--- src/rtl/fwp_pkg.sv ---
package fwp_pkg;

    typedef enum logic [2:0] {
        ST_IDLE,
        ST_MODE,
        ST_ARMED,
        ST_HV,
        ST_ILLEGAL,
        ST_BLOCKED
    } fwp_state_e;

    typedef enum logic [1:0] {
        MODE_NONE,
        MODE_PGM,
        MODE_ERASE,
        MODE_BOTH
    } fwp_mode_e;

    function automatic fwp_mode_e decode_mode(input logic pgm, input logic erase);
        fwp_mode_e m;
        unique case ({pgm, erase})
            2'b00:   m = MODE_NONE;
            2'b10:   m = MODE_PGM;
            2'b01:   m = MODE_ERASE;
            default: m = MODE_BOTH;
        endcase
        return m;
    endfunction

endpackage

--- src/rtl/fwp_range.sv ---
module fwp_range #(
    parameter int ADDR_W = 16,
    parameter int BYTE_W = 8,
    parameter int LOW_W  = 6
) (
    input  logic [BYTE_W-1:0] prot_byte,
    input  logic [ADDR_W-1:0] addr,
    output logic [ADDR_W-1:0] start,
    output logic              in_range
);
    localparam int HIGH_W = ADDR_W - BYTE_W - LOW_W;

    logic all_ones;
    logic all_zeros;

    assign all_ones  = &prot_byte;
    assign all_zeros = ~|prot_byte;
    assign start     = {{HIGH_W{1'b1}}, prot_byte, {LOW_W{1'b0}}};

    always_comb begin
        if (all_ones) begin
            in_range = 1'b0;
        end else if (all_zeros) begin
            in_range = 1'b1;
        end else begin
            in_range = (addr >= start);
        end
    end
endmodule

--- src/rtl/fwp_store.sv ---
module fwp_store #(
    parameter int BYTE_W = 8
) (
    input  logic              clk,
    input  logic              load_vld,
    input  logic [BYTE_W-1:0] load_data,
    input  logic              wr_pgm,
    input  logic              wr_erase,
    input  logic [BYTE_W-1:0] wr_data,
    output logic [BYTE_W-1:0] value
);
    logic [BYTE_W-1:0] value_q;

    // Non-volatile image: deliberately outside the reset domain.
    always_ff @(posedge clk) begin
        if (load_vld) begin
            value_q <= load_data;
        end else if (wr_erase) begin
            value_q <= {BYTE_W{1'b1}};
        end else if (wr_pgm) begin
            value_q <= value_q & wr_data;
        end
    end

    assign value = value_q;
endmodule

--- src/rtl/fwp_seq.sv ---
module fwp_seq
    import fwp_pkg::*;
(
    input  logic clk,
    input  logic rst_n,
    input  logic ctl_wr,
    input  logic ctl_pgm,
    input  logic ctl_erase,
    input  logic ctl_hven,
    input  logic prot_rd,
    input  logic grant,
    output logic pgm_o,
    output logic erase_o,
    output logic hven_o,
    output logic refuse
);
    fwp_state_e st_q, st_d;
    fwp_mode_e  mode_q, mode_d;
    fwp_mode_e  wmode;

    assign wmode = decode_mode(ctl_pgm, ctl_erase);

    always_ff @(posedge clk) begin
        if (!rst_n) begin
            st_q   <= ST_IDLE;
            mode_q <= MODE_NONE;
        end else begin
            st_q   <= st_d;
            mode_q <= mode_d;
        end
    end

    always_comb begin
        st_d   = st_q;
        mode_d = mode_q;
        refuse = 1'b0;
        unique case (st_q)
            ST_IDLE: begin
                if (ctl_wr) begin
                    unique case (wmode)
                        MODE_NONE: begin
                            refuse = ctl_hven;
                        end
                        MODE_BOTH: begin
                            st_d   = ST_ILLEGAL;
                            mode_d = MODE_BOTH;
                            refuse = ctl_hven;
                        end
                        default: begin
                            mode_d = wmode;
                            if (ctl_hven) begin
                                refuse = 1'b1;
                                st_d   = ST_BLOCKED;
                            end else begin
                                st_d = ST_MODE;
                            end
                        end
                    endcase
                end
            end
            ST_MODE: begin
                if (ctl_wr) begin
                    unique case (wmode)
                        MODE_NONE: begin
                            st_d   = ST_IDLE;
                            mode_d = MODE_NONE;
                        end
                        MODE_BOTH: begin
                            st_d   = ST_ILLEGAL;
                            mode_d = MODE_BOTH;
                            refuse = ctl_hven;
                        end
                        default: begin
                            mode_d = wmode;
                            if (ctl_hven) begin
                                refuse = 1'b1;
                                st_d   = ST_BLOCKED;
                            end
                        end
                    endcase
                end else if (prot_rd) begin
                    st_d = ST_ARMED;
                end
            end
            ST_ARMED: begin
                if (ctl_wr) begin
                    unique case (wmode)
                        MODE_NONE: begin
                            st_d   = ST_IDLE;
                            mode_d = MODE_NONE;
                        end
                        MODE_BOTH: begin
                            st_d   = ST_ILLEGAL;
                            mode_d = MODE_BOTH;
                            refuse = ctl_hven;
                        end
                        default: begin
                            if (wmode != mode_q) begin
                                mode_d = wmode;
                                if (ctl_hven) begin
                                    refuse = 1'b1;
                                    st_d   = ST_BLOCKED;
                                end else begin
                                    st_d = ST_MODE;
                                end
                            end else if (ctl_hven) begin
                                if (grant) begin
                                    st_d = ST_HV;
                                end else begin
                                    refuse = 1'b1;
                                    st_d   = ST_BLOCKED;
                                end
                            end
                        end
                    endcase
                end
            end
            ST_HV: begin
                if (ctl_wr && (wmode == MODE_NONE || !ctl_hven)) begin
                    st_d   = ST_IDLE;
                    mode_d = MODE_NONE;
                end else if (ctl_wr && wmode == MODE_BOTH) begin
                    st_d   = ST_ILLEGAL;
                    mode_d = MODE_BOTH;
                    refuse = 1'b1;
                end else if (!grant) begin
                    refuse = 1'b1;
                    st_d   = ST_BLOCKED;
                end else if (ctl_wr && wmode != mode_q) begin
                    refuse = 1'b1;
                    mode_d = wmode;
                    st_d   = ST_BLOCKED;
                end
            end
            ST_ILLEGAL: begin
                if (ctl_wr) begin
                    if (wmode == MODE_NONE) begin
                        st_d   = ST_IDLE;
                        mode_d = MODE_NONE;
                    end else begin
                        refuse = ctl_hven;
                    end
                end
            end
            ST_BLOCKED: begin
                if (ctl_wr) begin
                    unique case (wmode)
                        MODE_NONE: begin
                            st_d   = ST_IDLE;
                            mode_d = MODE_NONE;
                        end
                        MODE_BOTH: begin
                            st_d   = ST_ILLEGAL;
                            mode_d = MODE_BOTH;
                            refuse = ctl_hven;
                        end
                        default: begin
                            mode_d = wmode;
                            refuse = ctl_hven;
                        end
                    endcase
                end
            end
            default: begin
                st_d   = ST_IDLE;
                mode_d = MODE_NONE;
            end
        endcase
    end

    always_comb begin
        pgm_o   = (mode_q == MODE_PGM);
        erase_o = (mode_q == MODE_ERASE);
        hven_o  = (st_q == ST_HV);
    end
endmodule

--- src/rtl/fwp_ctrl.sv ---
module fwp_ctrl #(
    parameter int          ADDR_W    = 16,
    parameter int          BYTE_W    = 8,
    parameter int          LOW_W     = 6,
    parameter logic [15:0] BYTE_ADDR = 16'hFFCF
) (
    input  logic              clk,
    input  logic              rst_n,
    input  logic              nvm_load,
    input  logic [BYTE_W-1:0] nvm_data,
    input  logic              ctl_wr,
    input  logic              ctl_pgm,
    input  logic              ctl_erase,
    input  logic              ctl_hven,
    input  logic              prot_rd,
    input  logic [ADDR_W-1:0] tgt_addr,
    input  logic              hv_test,
    input  logic              op_commit,
    input  logic [BYTE_W-1:0] op_data,
    input  logic              viol_clr,
    output logic              pgm_o,
    output logic              erase_o,
    output logic              hven_o,
    output logic [BYTE_W-1:0] prot_byte_o,
    output logic [ADDR_W-1:0] prot_start_o,
    output logic              tgt_prot_o,
    output logic              viol_o
);
    localparam logic [ADDR_W-1:0] SELF_ADDR = ADDR_W'(BYTE_ADDR);

    logic [BYTE_W-1:0] byte_q;
    logic              in_range;
    logic              at_self;
    logic              grant;
    logic              refuse;
    logic              self_wr;
    logic              viol_q;

    fwp_range #(.ADDR_W(ADDR_W), .BYTE_W(BYTE_W), .LOW_W(LOW_W)) u_range (
        .prot_byte (byte_q),
        .addr      (tgt_addr),
        .start     (prot_start_o),
        .in_range  (in_range)
    );

    assign at_self = (tgt_addr == SELF_ADDR);
    assign grant   = in_range ? (hv_test && at_self) : 1'b1;

    fwp_seq u_seq (
        .clk       (clk),
        .rst_n     (rst_n),
        .ctl_wr    (ctl_wr),
        .ctl_pgm   (ctl_pgm),
        .ctl_erase (ctl_erase),
        .ctl_hven  (ctl_hven),
        .prot_rd   (prot_rd),
        .grant     (grant),
        .pgm_o     (pgm_o),
        .erase_o   (erase_o),
        .hven_o    (hven_o),
        .refuse    (refuse)
    );

    assign self_wr = op_commit && hven_o && at_self && grant;

    fwp_store #(.BYTE_W(BYTE_W)) u_store (
        .clk       (clk),
        .load_vld  (nvm_load),
        .load_data (nvm_data),
        .wr_pgm    (self_wr && pgm_o),
        .wr_erase  (self_wr && erase_o),
        .wr_data   (op_data),
        .value     (byte_q)
    );

    always_ff @(posedge clk) begin
        if (!rst_n) begin
            viol_q <= 1'b0;
        end else if (refuse) begin
            viol_q <= 1'b1;
        end else if (viol_clr) begin
            viol_q <= 1'b0;
        end
    end

    assign prot_byte_o = byte_q;
    assign tgt_prot_o  = in_range;
    assign viol_o      = viol_q;
endmodule

--- config.mk ---
export PLATFORM = sky130hd
export DESIGN_NAME = fwp_ctrl
export DESIGN_NICKNAME = d
export VERILOG_FILES = /design/src/rtl/fwp_pkg.sv /design/src/rtl/fwp_range.sv /design/src/rtl/fwp_store.sv /design/src/rtl/fwp_seq.sv /design/src/rtl/fwp_ctrl.sv
export SDC_FILE = /design/constraint.sdc
export NUM_CORES = 1
export LEC_CHECK = 0
export BUFFER_PORTS_ARGS = -buffer_cell sky130_fd_sc_hd__buf_2
export CELL_PAD_IN_SITES_DETAIL_PLACEMENT = 2
export CELL_PAD_IN_SITES_GLOBAL_PLACEMENT = 2
export CORE_UTILIZATION = 26
export CTS_CLUSTER_DIAMETER = 200
export DETAILED_ROUTE_END_ITERATION = 10
export PLACE_DENSITY = 0.81
export SLEW_MARGIN = 20
export SYNTH_ARGS = -nofsm -noshare
export SYNTH_HDL_FRONTEND = slang
export SYNTH_SLANG_ARGS = --single-unit
--- constraint.sdc ---
create_clock -name clk -period 3.6 [get_ports clk]
set_clock_uncertainty 0.1 [all_clocks]
set_input_delay 0.18 -clock clk [delete_from_list [all_inputs] [get_ports clk]]
set_output_delay 0.18 -clock clk [all_outputs]
set_load 0.01 [all_outputs]
[After elaboration in Yosys (flattened, before gate mapping)]
Index checks and enable logic that the tools add are counted.
Storage, ports and cells
  register bits: 14
  input port bits: 43
  output and inout bits: 29
Cells by class
  order comparisons: 1
  equality and inequality tests: 27
  mux-type cells: 61
  bitwise logic cells: 1
  reductions and logical operators: 23
Operator list (count)
  $mux 3: 16
  $mux 8: 3
  $pmux 3 s2: 4
  $mux 2: 10
  $mux 1: 19
  $pmux 3 s6: 1
  $eq 16x16->1 const B: 1
  $ge 16x16->1: 1
  $ne 4x1->1 const B: 3
  $pmux 2 s2: 3
  $reduce_and 11->1: 1
  $ne 2x2->1 const B: 5
  $ne 5x2->1 const B: 2
  $pmux 2 s5: 1
  $logic_and 1x1->1: 9
  $reduce_and 9->1: 1
  $and 8x8->8: 1
  $reduce_and 8->1: 1
  $reduce_or 8->1: 1
  $eq 2x2->1 const B: 3
  $eq 3x2->1 const B: 2
  $eq 3x3->1 const B: 2
  $pmux 2 s3: 1
  $reduce_or 2->1: 3
  15 further kinds: 19

[Depth between registers and ports, before layout]
Gate-level depths: netlist (run 1).
  word-level depth: 11
  mapped depth: 8
  mapped depth without buffers: 8

[Hierarchy]
From an unflattened synthesis (run 1), not the netlist that was laid out.
Unflattened totals
  cells, all modules: 207
  area, all modules: 1681.6 µm²
Modules (own cells, without submodules)
  fwp_seq: times used 1, cells each 103, area each 804.5 µm²
  fwp_range: times used 1, cells each 54, area each 387.9 µm²
  fwp_store: times used 1, cells each 34, area each 372.9 µm²
  fwp_ctrl: times used 1, cells each 16, area each 116.4 µm²

[Least setup slack after synthesis (run 1)]
No wires, ideal clock.
  kind: reg-to-reg
  from: register u_store.value_q[1] (netlist: u_store.value[1])
  to: register u_store.value_q[0] (netlist: u_store.value[0]) (enable)
  arrival: 2.098 ns
  data required time: 3.124 ns
  setup slack: 1.025 ns
  cell stages (with the launch flop): 8
  period minus slack after synthesis: 2.575 ns
  cells stage by stage: edfxtp_1 -> inv_1 -> ha_1 -> nor4b_1 -> a221oi_1 -> o32ai_2 -> o21a_2 -> o211ai_1
Between the ends
  longest elaborated chain between the ends: 7
  elaborated cells between the ends (all ways): 10
  those cells by class: order compare (1); mux (3); reduce/logical (6)
RTL lines
  start, declared: RTL line fwp_store.sv:12  | logic [BYTE_W-1:0] value_q;
  start signal, assigned: RTL line fwp_store.sv:17  | value_q <= load_data;
  start signal, assigned: RTL line fwp_store.sv:19  | value_q <= {BYTE_W{1'b1}};
  start signal, assigned: RTL line fwp_store.sv:21  | value_q <= value_q & wr_data;
  $ge 16x16->1 or $reduce_or 8->1 (tied branches): RTL line fwp_range.sv:26, fwp_range.sv:17
  $mux 1: RTL line fwp_range.sv:23  | end else if (all_zeros) begin
  $mux 1 (*): RTL line fwp_range.sv:21  | if (all_ones) begin
  $mux 1 (*): RTL line fwp_ctrl.sv:47  | assign grant = in_range ? (hv_test && at_self) : 1'b1;
  $logic_and 1x1->1 (*): RTL line fwp_ctrl.sv:64  | assign self_wr = op_commit && hven_o && at_self && grant;
  $logic_and 1x1->1 (on tied branches): RTL line fwp_ctrl.sv:71, fwp_ctrl.sv:70
  $reduce_bool 3->1 (no line) (*)
Every way passes the cells marked *; elsewhere a longest branch is shown, timed or not.
A chain may end at the register's enable or synchronous reset.

[Worst setup path after layout (run 1)]
  from: register u_store.value_q[0] (netlist: u_store.value[0])
  to: register u_store.value_q[3] (netlist: u_store.value[3]) (enable)
The elaborated chain is that of the path after synthesis.

==> summary.md, run 1 <==
| Metric | Value |
|---|---|
| Outcome | `finished, final reports clean` |
| Fillers | `between 700 and 800` |
| Vias in the first global route | `1709` |
| Pwr dens | `around 390 mW/mm²` |
| Remaining antenna violation count | `0` |
| Die Y-Extent | `between 80 and 90 µm` |
| Min cycle time layout | `2.92 ns` |
| Crit Path Max Fanout | `9` |
| First-pass GRT wire length | `8410 µm` |
| # diodes | `0` |
| Syn Area/Cell | `roughly 8 µm²` |
| Crit Path Category | `flip-flop to flip-flop` |
| DR pass1 iterations | `4` |
| Yosys warns | `0` |
| P&R area growth vs syn | `20.5%` |
| Fin Setup TNS | `0 ns` |
| Clock slew at reported path FFs | `~0.06 ns` |
| Post-cts sizing count | `0` |
| Post-synthesis cell type with the largest combined area | `edfxtp_1` |
| Maximum VDD drop | `0.178 mV` |
| Power Total | `~740 µW` |
| Sink Count | `14` |
| Layout Utilization | `0.326` |
| DR WL/cell | `between 15 and 20 µm` |
| Root Driver | `clkbuf_8` |
| WP data arrival | `2.70 ns` |
| Initial Utilization | `0.271` |
| Most frequent cells in the layout | `63 x buf_2, 19 x inv_1, 18 x a21oi_1, 16 x nand2_1, 13 x nor2_1` |
| Post-route DRC | `0` |
| Sequential-to-total area share from yosys stat | `0.225` |
| Most common cell after layout, fill and taps aside | `buf_2` |
| Number of distinct library cells after synthesis | `49` |
| Number of buffers created by CTS | `3` |
| CTS H-tree depth | `1` |
| Hold buffer count at cts | `0` |
| GR Overflow Total | `0` |
| Top-level port count | `72` |
| # rows | `28` |
| Number of max-cap violations | `0` |
| Synth top area cells | `edfxtp_1 15%, ha_1 9.4%, buf_4 8.0%, dfxtp_1 7.5%, a21oi_1 5.6%` |
| Largest net degree at the start of global routing | `16` |
| GRT Total Usage | `0.168` |
| Initial antenna violation count | `0` |
| DP HPWL | `roughly 4500 µm` |
| CP max-delay cell | `edfxtp_1` |
| Period utilization | `0.811` |
| LEAKAGE | `between 0.8 and 0.9 nW` |
| Via-to-Cell Ratio | `5.01` |
| Clock power frac | `0.185` |
| RePlAce Congestion | `a little under 0.8` |
| Max Root-Sink Buffers | `2` |
| Combinational share of power | `0.467` |
| Post-synthesis async set-or-reset flop share | `0` |
| Drt initial violations | `48` |
| Ys flop type | `edfxtp_1` |
| Vias after detailed routing | `between 1500 and 2000` |
| CP Capture Type | `flip-flop` |
| Maximum single-stage delay on the critical path | `0.48 ns` |
| Die area | `~0.0065 mm²` |
| Area of the core | `approximately 0.0059 mm²` |
| Number of flops mapped to enable cells by yosys | `8` |
| Max Clock Freq | `roughly 340 MHz` |
| HP Class | `input port to flip-flop` |
| Die extent in x | `~81 µm` |
| Synth top area share | `0.150` |
| CTS tree | `done` |
| Psw | `just over 300 µW` |
| Synthesized flop and latch total | `14` |
| CP cell instances | `ha_1 -> nor4b_1 -> a221oi_1 -> o32ai_2 -> nor2_1 -> o211ai_4 -> o211ai_1` |
| Share of layout cells above drive strength 1 | `0.298` |
| Final Max Slew Viols | `0` |
| Slew HR | `0.451` |
| Flop pwr share | `0.348` |
| Synth Instances | `201` |
| Switching Share | `0.412` |
| RSZ-0062 raised after global routing | `no` |
| Endpoints failing setup | `0` |
| Final layout net count | `308` |
| Post-Route WL | `between 5000 and 6000 µm` |
| Buffers added on ports | `63` |
| Post-CTS setup buffers | `0` |
| Clk_lat worst skew | `around 0.25 ns` |
| CP startpoint kind | `flip-flop` |
| Worst Tran Pin Value | `0.820 ns` |
| Hold Vio Cnt, Final | `0` |
| Int Pwr | `between 400 and 500 µW` |
| Mapped cell area | `~0.0016 mm²` |
| Data required time of the worst path | `between 3 and 4 ns` |
-- power groups by stage --
stage | Clock, mW | Sequential (mW) | Combinational, mW
6_report | 0.138 | 0.259 | 0.347
5_1_grt | 0.148 | 0.268 | 0.385
4_1_cts | 0.139 | 0.261 | 0.351
3_5_place_dp | 0 | 0.264 | 0.348
3_3_place_gp | 0 | 0.261 | 0.341
2_1_floorplan | 0 | 0.224 | 0.292
-- worst max-delay path: cells and delay by family (launching register included) --
family	cells	cell delay, ns
AO/OA/AOI/OAI	4	1.21
AND/OR/NAND/NOR	2	0.43
adder cells (fa/ha/maj)	1	0.32
flip-flops	1	0.48
-- state kept, by name (all words and copies together), names as in the netlist --
| name | flops |
|---|---|
| u_seq.mode_q | 2 |
| u_seq.st_q | 3 |
| u_store.value | 8 |
| viol_o | 1 |
-- layout make-up --
cell class	instances	area, µm²	share of cell area
Multi-Input combinational cell	152	1040	0.541
Sequential cell	14	360	0.187
Timing Repair Buffer	63	315	0.163
Tap cell	75	93.8	0.0486
Inverter	19	71.3	0.0369
Clock buffer	3	41.3	0.0214
Clock inverter	1	3.75	0.00194
-- cells by family (layout without fill, tap and decap cells) --
logic type	count (synthesis)	in the layout	synth area share
simple gates	65	65	0.222
fa+ha+maj	12	12	0.0937
flops	14	14	0.225
buf+inv	41	86	0.137
mux	5	5	0.0312
compound gates	60	60	0.270
other cells	2	8	0.00469
xor+xnor	2	2	0.0156
-- per-stage QoR --
step | hold slack, ns | area (µm²) | setup slack, ns | std cells
floorplan | 0.229 | 1630 | 1.03 | 207
global placement | 0.413 | 1890 | 0.875 | 323
detailed placement | 0.425 | 1890 | 0.726 | 323
CTS | 0.164 | 1930 | 0.665 | 327
global route | 0.168 | 1930 | 0.568 | 327
finish | 0.156 | 1930 | 0.682 | 327
-- final timing paths --
path	depth (start not counted)	start	end	slack, ns
min reg2reg	2	u_seq.mode_q[0]	u_seq.mode_q[0]	0.44
min	3	rst_n	u_seq.st_q[0]	0.16
max	7	u_store.value[0]	u_store.value[3]	0.68
max reg2reg	7	u_store.value[0]	u_store.value[3]	0.68
-- metal layers --
layer,wire length (µm),up-vias,global-route usage
li1,-,812,-
met1,2340,777,0.200
met2,2850,46,0.325
met3,200,4,0.0159
met4,30,0,0.0214
met5,0,-,0
-- Yosys cell counts, types with 2 or more instances --
cell type and instances:
a211oi_1 2, a21oi_1 18, a221oi_1 2, a2bb2oi_1 6, and2_1 2, and2b_1 2, and3_1 3, and4_1 2
buf_2 2, buf_4 17, clkbuf_1 3, conb_1 2, dfxtp_1 6, edfxtp_1 8, ha_1 12, inv_1 19
mux2i_1 5, nand2_1 16, nand2b_1 3, nand4_1 5, nor2_1 13, nor2b_1 3, nor3_1 4, nor4_1 3
nor4b_1 2, o211ai_1 4, o21a_1 2, o21ai_0 10, o22ai_1 4, or4_1 2
Note: power is estimated with default switching activity, not from simulation.
==> run 2: changes to the inputs <==
ABC_AREA = 1   (was unset)
CORE_UTILIZATION = 21   (was 26)
PLACE_DENSITY = 0.74   (was 0.81)
clock period = 2.45 ns   (was 3.6 ns; I/O delays follow)
==> run 2 against run 1 <==
Against the previous run: non-clock buffer count up 3; critical endpoint is now u_store.value[5]; clock power increased by 41%; first-iteration DRC count shrank 35%; largest cell class unchanged; largest power group unchanged; area after synthesis grew 0.55%; worst hold slack worse by 0.13 ns; clock-buffer cell count unchanged; via count grew 6.3%; synthesized cell count increased by 25%; wire length shrank 0.26%; die area rose by 24%; highest routed layer unchanged; power is 38% higher; setup slack got worse by 0.48 ns.
==> summary.md, run 2 <==
| Metric | Value |
|---|---|
| Post-synthesis cell type with the largest combined area | `edfxtp_1` |
| Initial antenna violation count | `0 (unchanged)` |
| Via-to-Cell Ratio | `4.25 (-15%)` |
| Most common cell after layout, fill and taps aside | `buf_2` |
| Synth top area cells | `edfxtp_1 15%, nand2_1 14%, ha_1 9.3%, inv_1 7.7%, dfxtp_1 7.5%` |
| Switching Share | `0.432 (+0.0205)` |
| Data required time of the worst path | `2.30 ns (-1.09 ns)` |
| Die extent in x | `89.6 µm (+11%)` |
| Period utilization | `0.919 (+0.108)` |
| Fin Setup TNS | `0 ns (unchanged)` |
| Syn Area/Cell | `6.42 µm² (-19%)` |
| Int Pwr | `581 µW (+33%)` |
| Flop pwr share | `0.319 (-0.029)` |
| Pwr dens | `505 mW/mm² (+31%)` |
| Endpoints failing setup | `0 (unchanged)` |
| Number of flops mapped to enable cells by yosys | `8 (unchanged)` |
| Top-count cell post-synth | `nand2_1` |
| Fillers | `916 (+26%)` |
| Crit Path Max Fanout | `9 (unchanged)` |
| Clock power frac | `0.189 (+0.004)` |
| GRT Total Usage | `0.134 (-0.0330)` |
| Crit Path Category | `flip-flop to flip-flop` |
| First-pass GRT wire length | `8310 µm (-1.2%)` |
| DP HPWL | `4870 µm (+7.8%)` |
| Initial Utilization | `0.220 (-0.0509)` |
| CTS H-tree depth | `1 (unchanged)` |
| Drt initial violations | `31 (-35%)` |
| Max Clock Freq | `444 MHz (+30%)` |
| Max Root-Sink Buffers | `2 (unchanged)` |
| Ys flop type | `edfxtp_1` |
| Share of layout cells above drive strength 1 | `0.322 (+0.0239)` |
| Post-synth top cells | `58 x nand2_1, 33 x inv_1, 26 x nor2_1` |
| Buffers added on ports | `63 (unchanged)` |
| # diodes | `0 (unchanged)` |
| Die Y-Extent | `89.6 µm (+11%)` |
| CP Capture Type | `flip-flop` |
| Area of the core | `0.00733 mm² (+24%)` |
| CTS tree | `done` |
| Top-level port count | `72 (unchanged)` |
| Synth top area share | `0.149 (-0.000815)` |
| CP startpoint kind | `flip-flop` |
| Sink Count | `14 (unchanged)` |
| RSZ-0062 raised after global routing | `no` |
| Post-route DRC | `0 (unchanged)` |
| Psw | `443 µW (+45%)` |
| Vias in the first global route | `1815 (+6.2%)` |
| Clk_lat worst skew | `0.24 ns (about the same)` |
| RePlAce Congestion | `0.800 (+3.3%)` |
| Final Max Slew Viols | `0 (unchanged)` |
| Number of buffers created by CTS | `3 (unchanged)` |
| Post-Route WL | `5400 µm (-0.26%)` |
| Maximum VDD drop | `0.320 mV (+80%)` |
| Remaining antenna violation count | `0 (unchanged)` |
| Hold buffer count at cts | `0 (unchanged)` |
| Synthesized flop and latch total | `14 (unchanged)` |
| Vias after detailed routing | `1742 (+6.3%)` |
| Post-CTS setup buffers | `0 (unchanged)` |
| Mapped cell area | `0.00161 mm² (+0.55%)` |
| Combinational share of power | `0.492 (+0.025)` |
| Most frequent cells in the layout | `63 x buf_2, 57 x nand2_1, 33 x inv_1, 26 x nor2_1, 19 x a21oi_1` |
| Final layout net count | `367 (+19%)` |
| LEAKAGE | `1.07 nW (+20%)` |
| DR pass1 iterations | `4 (unchanged)` |
| Die area | `0.00803 mm² (+24%)` |
| Post-synthesis async set-or-reset flop share | `0 (unchanged)` |
| Synth Instances | `251 (+25%)` |
| Layout Utilization | `0.277 (-0.0494)` |
| DR WL/cell | `13.2 µm (-20%)` |
| Hold Vio Cnt, Final | `0 (unchanged)` |
| Number of distinct library cells after synthesis | `31 (-37%)` |
| WP data arrival | `2.10 ns (-0.60 ns)` |
| Yosys warns | `0 (unchanged)` |
| GR Overflow Total | `0 (unchanged)` |
| Number of max-cap violations | `0 (unchanged)` |
| Min cycle time layout | `2.25 ns (-0.667 ns)` |
| Clock slew at reported path FFs | `0.06 ns (about the same)` |
| HP Class | `input port to flip-flop` |
| Root Driver | `clkbuf_8` |
| Sequential-to-total area share from yosys stat | `0.224 (-0.00122)` |
| Outcome | `finished, final reports clean` |
| P&R area growth vs syn | `25.9%` |
| Max FFs per register | `8 (unchanged)` |
| Largest net degree at the start of global routing | `10 (-6)` |
| # rows | `31 (+11%)` |
## run 2: cell count changes after synthesis, moves of 4 or more
| cell | change |
|---|---|
| o21ai_0 | -6 |
| nor2_1 | +13 |
| nand3_1 | +10 |
| nor2_2 | +5 |
| inv_2 | +12 |
| inv_1 | +14 |
| mux2i_1 | -5 |
| o22ai_1 | -4 |
| nand2_2 | +4 |
| a2bb2oi_1 | -6 |
| nand2_1 | +42 |
## run 2: final cells by class
cell class | instances | area [µm²] | share of cell area
multi-input combinational | 180 | 983 | 0.485
sequential | 14 | 360 | 0.178
timing repair buffer | 66 | 338 | 0.167
inverter | 47 | 178 | 0.0876
tap | 99 | 124 | 0.0611
clock buffer | 3 | 41.3 | 0.0204
clock inverter | 1 | 3.75 | 0.00185
## run 2: timing repair
action	4_1_cts	5_1_grt
gates resized for setup	1	1
cloned	0	0
endpoints found under the setup margin	8	8
## run 2: power groups by stage
stage / Combinational, mW / Sequential, mW / Clock [mW]
2_1_floorplan: 0.358 / 0.329 / 0
3_3_place_gp: 0.498 / 0.329 / 0
3_5_place_dp: 0.513 / 0.332 / 0
4_1_cts: 0.515 / 0.327 / 0.204
5_1_grt: 0.575 / 0.331 / 0.215
6_report: 0.504 / 0.326 / 0.194
## run 2: worst paths after layout
| kind | startpoint | to | slack [ns] | cells past startpoint |
|---|---|---|---|---|
| max | u_store.value[7] | u_store.value[5] | 0.20 | 11 |
| min reg2reg | u_seq.st_q[1] | u_seq.st_q[1] | 0.42 | 2 |
| min | rst_n | viol_o | 0.02 | 3 |
| max reg2reg | u_store.value[7] | u_store.value[5] | 0.20 | 11 |
## run 2: stage by stage
| step | cells | instance area, µm² | power [mW] | setup WS (ns) | hold WS [ns] |
|---|---|---|---|---|---|
| after floorplan | 257 | 1630 | 0.687 | 0.285 | 0.120 |
| after global placement | 406 | 1980 | 0.827 | 0.183 | 0.269 |
| after detailed placement | 406 | 1980 | 0.845 | 0.0148 | 0.276 |
| after CTS | 410 | 2020 | 1.05 | 0.116 | 0.0198 |
| after global routing | 410 | 2030 | 1.12 | 0.0413 | 0.0411 |
| final | 410 | 2030 | 1.02 | 0.199 | 0.0216 |
## run 2: critical path, cell delays in order, from the launching register on
cell and delay, ns:
edfxtp_1 0.44, inv_1 0.15, ha_1 0.26, a21oi_1 0.17
nor2_1 0.06, nor2_1 0.10, nand3_1 0.15, nand3_4 0.14
nand3b_1 0.09, nand2_1 0.08, inv_2 0.10, nand2_4 0.13
## run 2: cells by family (layout without fill, tap and decap cells)
kind of cell	after synthesis	after routing	synth area share
AO/OA/AOI/OAI	30	30	0.110
XOR/XNOR	2	2	0.0109
adder cells (fa/ha/maj)	12	12	0.0932
buffers and inverters	63	117	0.185
flip-flops	14	14	0.224
other	2	8	0.00466
AND/OR/NAND/NOR	128	128	0.373
## run 2: metal layers
layer / vias to the layer above / part of all wire / global-route usage / routed length [µm]
met2: 37 / 0.49 / 0.239 / 2650
li1: 895 / - / - / -
met1: 808 / 0.47 / 0.180 / 2530
met5: - / 0 / 0 / 0
met3: 2 / 0.037 / 0.0174 / 202
met4: 0 / 0.0037 / 0.0130 / 20
